**src/rtl/tmr_pkg.sv**
```systemverilog
package tmr_pkg;
   localparam int NUM_CH    = 3;
   localparam int CH_PHYS   = 0;
   localparam int CH_HYP    = 1;
   localparam int CH_VIRT   = 2;
   localparam int SLOT_VOFF = 3;

   localparam int CTL_EN_BIT   = 0;
   localparam int CTL_MASK_BIT = 1;
   localparam int CTL_STAT_BIT = 2;

   typedef enum logic [1:0] {
      RG_CTL  = 2'd0,
      RG_CLO  = 2'd1,
      RG_CHI  = 2'd2,
      RG_TVAL = 2'd3
   } reg_sel_e;
endpackage

```
**src/rtl/tmr_regdec.sv**
```systemverilog
module tmr_regdec import tmr_pkg::*; #(
   parameter int ADDR_W = 5,
   localparam int SLOT_W = ADDR_W - 2
)(
   input  logic              reg_wr,
   input  logic [ADDR_W-1:0] reg_addr,
   output logic [NUM_CH-1:0] wr_ctl,
   output logic [NUM_CH-1:0] wr_clo,
   output logic [NUM_CH-1:0] wr_chi,
   output logic [NUM_CH-1:0] wr_tv,
   output logic              wr_off_lo,
   output logic              wr_off_hi,
   output logic [SLOT_W-1:0] rd_slot,
   output reg_sel_e          rd_reg
);
   logic     off_hit;

   assign rd_slot = reg_addr[ADDR_W-1:2];
   assign rd_reg  = reg_sel_e'(reg_addr[1:0]);

   for (genvar g = 0; g < NUM_CH; g++) begin : g_ch
      logic hit;
      assign hit       = reg_wr && (rd_slot == SLOT_W'(g));
      assign wr_ctl[g] = hit && (rd_reg == RG_CTL);
      assign wr_clo[g] = hit && (rd_reg == RG_CLO);
      assign wr_chi[g] = hit && (rd_reg == RG_CHI);
      assign wr_tv[g]  = hit && (rd_reg == RG_TVAL);
   end

   assign off_hit   = reg_wr && (rd_slot == SLOT_W'(SLOT_VOFF));
   assign wr_off_lo = off_hit && (rd_reg == RG_CLO);
   assign wr_off_hi = off_hit && (rd_reg == RG_CHI);
endmodule

```
**src/rtl/tmr_voffset.sv**
```systemverilog
module tmr_voffset import tmr_pkg::*; #(
   parameter int CNT_W  = 64,
   parameter int DATA_W = 32
)(
   input  logic              clk,
   input  logic              rst_n,
   input  logic              wr_lo,
   input  logic              wr_hi,
   input  logic [DATA_W-1:0] wdata,
   input  logic [CNT_W-1:0]  sys_cnt,
   input  reg_sel_e          rd_reg,
   output logic [CNT_W-1:0]  voff_o,
   output logic [CNT_W-1:0]  vcnt_o,
   output logic [DATA_W-1:0] rdata
);
   logic [CNT_W-1:0] off_q;

   always_ff @(posedge clk or negedge rst_n) begin
      if (!rst_n) begin
         off_q <= '0;
      end else begin
         if (wr_lo) off_q[DATA_W-1:0]     <= wdata;
         if (wr_hi) off_q[CNT_W-1:DATA_W] <= wdata;
      end
   end

   assign voff_o = off_q;
   assign vcnt_o = sys_cnt - off_q;

   always_comb begin
      unique case (rd_reg)
         RG_CLO:  rdata = off_q[DATA_W-1:0];
         RG_CHI:  rdata = off_q[CNT_W-1:DATA_W];
         default: rdata = '0;
      endcase
   end
endmodule

```
**src/rtl/tmr_channel.sv**
```systemverilog
module tmr_channel import tmr_pkg::*; #(
   parameter int CNT_W  = 64,
   parameter int DATA_W = 32
)(
   input  logic              clk,
   input  logic              rst_n,
   input  logic [CNT_W-1:0]  cnt,
   input  logic              wr_ctl,
   input  logic              wr_clo,
   input  logic              wr_chi,
   input  logic              wr_tv,
   input  logic [DATA_W-1:0] wdata,
   input  reg_sel_e          rd_reg,
   output logic [DATA_W-1:0] rdata,
   output logic              irq,
   output logic              en_o,
   output logic              mask_o,
   output logic [CNT_W-1:0]  cval_o
);
   localparam int EXT_W = CNT_W - DATA_W;

   logic             en_q, mask_q;
   logic [CNT_W-1:0] cval_q;
   logic [CNT_W-1:0] tv_sext;
   logic             met, status;
   logic [DATA_W-1:0] tv_rd;

   assign tv_sext = {{EXT_W{wdata[DATA_W-1]}}, wdata};

   always_ff @(posedge clk or negedge rst_n) begin
      if (!rst_n) begin
         en_q   <= 1'b0;
         mask_q <= 1'b0;
      end else if (wr_ctl) begin
         en_q   <= wdata[CTL_EN_BIT];
         mask_q <= wdata[CTL_MASK_BIT];
      end
   end

   // compare value: reset value is not part of the contract
   always_ff @(posedge clk or negedge rst_n) begin
      if (!rst_n) begin
         cval_q <= '1;
      end else if (wr_tv) begin
         cval_q <= cnt + tv_sext;
      end else begin
         if (wr_clo) cval_q[DATA_W-1:0]     <= wdata;
         if (wr_chi) cval_q[CNT_W-1:DATA_W] <= wdata;
      end
   end

   assign met    = (cnt >= cval_q);
   assign status = en_q && met;
   assign irq    = status && !mask_q;
   assign tv_rd  = cval_q[DATA_W-1:0] - cnt[DATA_W-1:0];

   always_comb begin
      rdata = '0;
      unique case (rd_reg)
         RG_CTL: begin
            rdata[CTL_EN_BIT]   = en_q;
            rdata[CTL_MASK_BIT] = mask_q;
            rdata[CTL_STAT_BIT] = status;
         end
         RG_CLO:  rdata = cval_q[DATA_W-1:0];
         RG_CHI:  rdata = cval_q[CNT_W-1:DATA_W];
         RG_TVAL: rdata = tv_rd;
      endcase
   end

   assign en_o   = en_q;
   assign mask_o = mask_q;
   assign cval_o = cval_q;
endmodule

```
**src/rtl/cmp_evt_timer.sv**
```systemverilog
module cmp_evt_timer import tmr_pkg::*; #(
   parameter int CNT_W   = 64,
   parameter int DATA_W  = 32,
   parameter int ADDR_W  = 5,
   parameter bit VIRT_EN = 1'b1
)(
   input  logic              clk,
   input  logic              rst_n,
   input  logic [CNT_W-1:0]  sys_cnt,
   input  logic              reg_wr,
   input  logic [ADDR_W-1:0] reg_addr,
   input  logic [DATA_W-1:0] reg_wdata,
   output logic [DATA_W-1:0] reg_rdata,
   output logic              irq_phys,
   output logic              irq_hyp,
   output logic              irq_virt
);
   localparam int SLOT_W = ADDR_W - 2;

   if (CNT_W != 2 * DATA_W) begin : g_bad_width
      $error("cmp_evt_timer: CNT_W must be twice DATA_W");
   end
   if ((1 << SLOT_W) <= SLOT_VOFF) begin : g_bad_addr
      $error("cmp_evt_timer: ADDR_W too small for the slot map");
   end

   logic [NUM_CH-1:0] wr_ctl, wr_clo, wr_chi, wr_tv;
   logic              wr_off_lo, wr_off_hi;
   logic [SLOT_W-1:0] rd_slot;
   reg_sel_e          rd_reg;

   logic [CNT_W-1:0]  voff_q, vcnt;
   logic [DATA_W-1:0] voff_rd;
   logic [CNT_W-1:0]  cnt_eff [NUM_CH];
   logic [DATA_W-1:0] ch_rd   [NUM_CH];
   logic [CNT_W-1:0]  ch_cval [NUM_CH];
   logic [NUM_CH-1:0] ch_irq, ch_en, ch_mask;
   logic [CNT_W-1:0]  cval_phys;

   tmr_regdec #(.ADDR_W(ADDR_W)) i_dec (
      .reg_wr    (reg_wr),
      .reg_addr  (reg_addr),
      .wr_ctl    (wr_ctl),
      .wr_clo    (wr_clo),
      .wr_chi    (wr_chi),
      .wr_tv     (wr_tv),
      .wr_off_lo (wr_off_lo),
      .wr_off_hi (wr_off_hi),
      .rd_slot   (rd_slot),
      .rd_reg    (rd_reg)
   );

   if (VIRT_EN) begin : g_voff
      tmr_voffset #(.CNT_W(CNT_W), .DATA_W(DATA_W)) i_voff (
         .clk     (clk),
         .rst_n   (rst_n),
         .wr_lo   (wr_off_lo),
         .wr_hi   (wr_off_hi),
         .wdata   (reg_wdata),
         .sys_cnt (sys_cnt),
         .rd_reg  (rd_reg),
         .voff_o  (voff_q),
         .vcnt_o  (vcnt),
         .rdata   (voff_rd)
      );
   end else begin : g_no_voff
      assign voff_q  = '0;
      assign vcnt    = sys_cnt;
      assign voff_rd = '0;
   end

   for (genvar g = 0; g < NUM_CH; g++) begin : g_ch
      if (g == CH_VIRT) begin : g_vsrc
         assign cnt_eff[g] = vcnt;
      end else begin : g_psrc
         assign cnt_eff[g] = sys_cnt;
      end

      tmr_channel #(.CNT_W(CNT_W), .DATA_W(DATA_W)) i_ch (
         .clk    (clk),
         .rst_n  (rst_n),
         .cnt    (cnt_eff[g]),
         .wr_ctl (wr_ctl[g]),
         .wr_clo (wr_clo[g]),
         .wr_chi (wr_chi[g]),
         .wr_tv  (wr_tv[g]),
         .wdata  (reg_wdata),
         .rd_reg (rd_reg),
         .rdata  (ch_rd[g]),
         .irq    (ch_irq[g]),
         .en_o   (ch_en[g]),
         .mask_o (ch_mask[g]),
         .cval_o (ch_cval[g])
      );
   end

   always_comb begin
      reg_rdata = '0;
      for (int i = 0; i < NUM_CH; i++) begin
         if (rd_slot == SLOT_W'(i)) reg_rdata = ch_rd[i];
      end
      if (rd_slot == SLOT_W'(SLOT_VOFF)) reg_rdata = voff_rd;
   end

   assign cval_phys = ch_cval[CH_PHYS];
   assign irq_phys  = ch_irq[CH_PHYS];
   assign irq_hyp   = ch_irq[CH_HYP];
   assign irq_virt  = ch_irq[CH_VIRT];
endmodule

```
**config.mk**
```make
export PLATFORM = sky130hd
export DESIGN_NAME = cmp_evt_timer
export DESIGN_NICKNAME = d
export VERILOG_FILES = /design/src/rtl/tmr_pkg.sv /design/src/rtl/tmr_regdec.sv /design/src/rtl/tmr_voffset.sv /design/src/rtl/tmr_channel.sv /design/src/rtl/cmp_evt_timer.sv
export SDC_FILE = /design/constraint.sdc
export NUM_CORES = 2
export LEC_CHECK = 0
export BUFFER_PORTS_ARGS = -buffer_cell sky130_fd_sc_hd__buf_2
export CELL_PAD_IN_SITES_DETAIL_PLACEMENT = 0
export CELL_PAD_IN_SITES_GLOBAL_PLACEMENT = 1
export CORE_MARGIN = 2
export CORE_UTILIZATION = 53
export CTS_BUF_LIST = sky130_fd_sc_hd__clkbuf_8
export DETAILED_ROUTE_END_ITERATION = 12
export PLACE_DENSITY = 0.88
export SLEW_MARGIN = 30
export SYNTH_ARGS = -nofsm -noshare
export SYNTH_HDL_FRONTEND = slang
export SYNTH_SLANG_ARGS = --single-unit
```
**constraint.sdc**
```tcl
create_clock -name clk -period 14.9 [get_ports clk]
set_clock_uncertainty 0.2 [all_clocks]
set_input_delay 0.745 -clock clk [delete_from_list [all_inputs] [get_ports clk]]
set_output_delay 0.745 -clock clk [all_outputs]
set_load 0.03 [all_outputs]
```
==> impl_metrics.env <==
export IMPL_start_util_pct=53.6
export IMPL_period_share_pct=54.4
export IMPL_maxSlewHeadroom_pct=31.4
export IMPL_antenna_found_initial=7
export IMPL_cap_violations=0
export IMPL_vias=35800
export IMPL_syn_num_nets=5067
export IMPL_synthTopCellsByArea="ha_1 17%, dfstp_2 15%, a21oi_1 6.4%, o21ai_0 5.4%, dfrtp_1 5.1%"
export IMPL_grt_util_all_layers_pct=44.9
export IMPL_final_antenna_net_count=0
export IMPL_wire_per_inst_um=28.8
export IMPL_yosysSeqAreaShare_pct=19.7
export IMPL_cts_buffer_depth=3
export IMPL_die_h_um=259
export IMPL_grt_overflow=0
export IMPL_setup_worst_path_start_class="register"
export IMPL_slew_viol_final=0
export IMPL_drt_iter0_drc=4313
export IMPL_hold_ws_ns=0.241
export IMPL_ir_drop_mv=0.102
export IMPL_synthCells=4478
export IMPL_min_from="reg_wdata[15]"
export IMPL_critical_path_required_ns=13.95
export IMPL_period_minus_slack_ns=8.11
export IMPL_ys_warn_count=0
export IMPL_crit_start="g_voff.i_voff.voff_o[0]"
export IMPL_grt_pass1_wl_mm=223
export IMPL_clock_latency_ns=0.69
export IMPL_synth_largest_area_cell="ha_1"
export IMPL_wl_met1_mm=64.3
export IMPL_fin_nets=5056
export IMPL_dr_pass1_iters=8
export IMPL_clk_pin_slew_ns=0.06
export IMPL_dp_cells=5263
export IMPL_utilization_pct=57.3
export IMPL_fmax_mhz=123
export IMPL_power_uw=6010
export IMPL_finalSetupTns_ns=0
export IMPL_dr_wl_met2_mm=62.6
export IMPL_p_per_area_nw_per_um2=162
export IMPL_htree_levels=2
export IMPL_reg2reg_from="g_voff.i_voff.voff_o[11]"
export IMPL_setup_violations_final=0
export IMPL_pin_count=139
export IMPL_p_leak_uw=0.0172
export IMPL_cp_arrival_ns=7.16
export IMPL_wl_met3_mm=16.5
export IMPL_netlist_top_cells_count="479 x ha_1, 441 x a21oi_1, 418 x nand2_1"
export IMPL_synthMostInstantiatedCell="ha_1"
export IMPL_die_x_um=259
export IMPL_tritoncts="done"
export IMPL_drc=0
export IMPL_hold_class="in2reg"
export IMPL_gp_congestion=1.05
export IMPL_cts_resized=0
export IMPL_cts_inserted_buffers=55
export IMPL_cts_root_buf="clkbuf_8"
export IMPL_instances_no_fill=5370
export IMPL_hold_violations=0
export IMPL_syn_area_per_cell_um2=7.72
export IMPL_wirelength_mm=155
export IMPL_coreArea_um2=64500
export IMPL_synth_edff_count=0
export IMPL_critPathMaxFanout=3
export IMPL_synth_top_cell_area_share_pct=17.3
export IMPL_drive_gt1_share_pct=13.7
export IMPL_grt_start_max_net_pins=95
export IMPL_ys_seq_elements=262
export IMPL_outcome="finished, final reports clean"
export IMPL_async_reset_ff_share_pct=100
export IMPL_dp_final_hpwl_mm=121
export IMPL_synth_area_um2=34600
export IMPL_viasPerCell=6.66
export IMPL_topRoutingLayerUsed="met5"
export IMPL_die_area_um2=67300
export IMPL_n_fill_cell=6250
export IMPL_rows=93
export IMPL_portBuffers=138
export IMPL_grt_pass1_vias=33200
export IMPL_cp_end_kind="primary output"
export IMPL_area_growth_syn_to_layout_pct=6.89
export IMPL_synth_distinct_cells=112
export IMPL_rsz0062_at_grt="false"
export IMPL_cts_setup_buffers=0
export IMPL_dominantRegCellSynth="dfstp_2"
export IMPL_worstMarginPinSlew_ns=1.02
export IMPL_crit_type="reg2out"
export IMPL_clock_sinks=262
export IMPL_r2r_slack_ns=8.45
[per-stage QoR]
stage	cell area, um2	setup slack (ns)
finish	37000	6.79
global route	37000	6.32
CTS	36900	6.94
detailed placement	35700	7.05
global placement	35600	7.05
floorplan	34600	8.76
[logic make-up (layout without fill, tap and decap cells)]
kind of cell	count (synthesis)	after routing	synth area share, %
AO/OA/AOI/OAI	1668	1668	31.6
AND/OR/NAND/NOR	1085	1085	14.4
flip-flops	262	262	19.7
other	0	2	0
XOR/XNOR	259	259	6.56
multiplexers	83	83	2.68
adder cells (fa/ha/maj)	485	485	17.7
buffers and inverters	636	671	7.37
[final timing paths]
| check | end | cells past startpoint |
|---|---|---|
| max reg2reg | g_ch[2].i_ch.cval_o[45] | 20 |
| min in group asynchronous | g_ch[1].i_ch.en_o | 2 |
| max in group asynchronous | g_ch[1].i_ch.cval_o[34] | 3 |
| min reg2reg | g_ch[0].i_ch.cval_o[52] | 2 |
| min | g_ch[0].i_ch.cval_o[15] | 3 |
| max | reg_rdata[2] | 26 |
[report_power, final]
group | internal [uW] | total, uW | switching, uW
logic | 1420 | 3860 | 2440
clock network | 499 | 905 | 406
registers | 1010 | 1240 | 231
total | 2930 | 6010 | 3080
[sequential cells by signal, indices dropped and copies added, names as in the netlist]
name / cells
g_ch.i_ch.cval_o: 192
g_voff.i_voff.voff_o: 64
g_ch.i_ch.en_o: 3
g_ch.i_ch.mask_o: 3
[layout make-up]
class                   count  area, um2  area share (%)
flip-flops and latches    262       6800            18.4
clock buffers              78       1070            2.90
diodes                      2       5.00          0.0135
inverters                 397       1490            4.03
well taps                 855       1070            2.89
clock inverters            25        178           0.481
multi-input cells        3580      25400            68.6
repair buffers            171        977            2.64
[worst max-delay path, stage by stage, from the launching register on]
cell       delay [ns]
dfrtp_1          0.37
ha_1             0.18
inv_1            0.06
fa_1             0.42
a211oi_1         0.29
o211ai_1         0.22
a21oi_2          0.29
a2111oi_2        0.14
a21oi_1          0.38
o21ai_2          0.17
a2111o_1         0.40
o211ai_2         0.14
o21a_1           0.23
o221ai_1         0.13
xor2_1           0.23
ha_1             0.27
nor2b_1          0.13
o21ai_0          0.15
nand2b_1         0.08
a21oi_1          0.14
nor2b_1          0.06
o211ai_1         0.14
a21boi_0         0.22
o21ai_0          0.72
o21ai_0          0.29
or3_1            0.42
buf_2            0.20
[what timing repair did]
item | 4_1_cts | 5_1_grt
endpoints found under the setup margin | 0 | 0
hold buffers | 1 | 0
hold endpoints to repair | 10 | 0
[cells in the final DEF (no fill, tap or decap), types with 60 or more instances in the layout]
master and count:
a211oi_1 60, a21o_1 195, a21oi_1 441, a22oi_1 65, a31oi_1 70, buf_2 136, clkbuf_8 78, dfrtp_1 70
dfstp_2 192, ha_1 476, inv_1 409, mux2_2 77, nand2_1 417, nand4_1 87, nor2_1 272, o21ai_0 371
xnor2_1 166, xor2_1 93
[layer usage]
layer	GRT usage [%]	up-vias
met2	65.2	2027
met1	60.2	17000
met3	10.8	437
met4	26.8	8
met5	0	-
li1	-	16300
(Power assumes the default switching activity.)
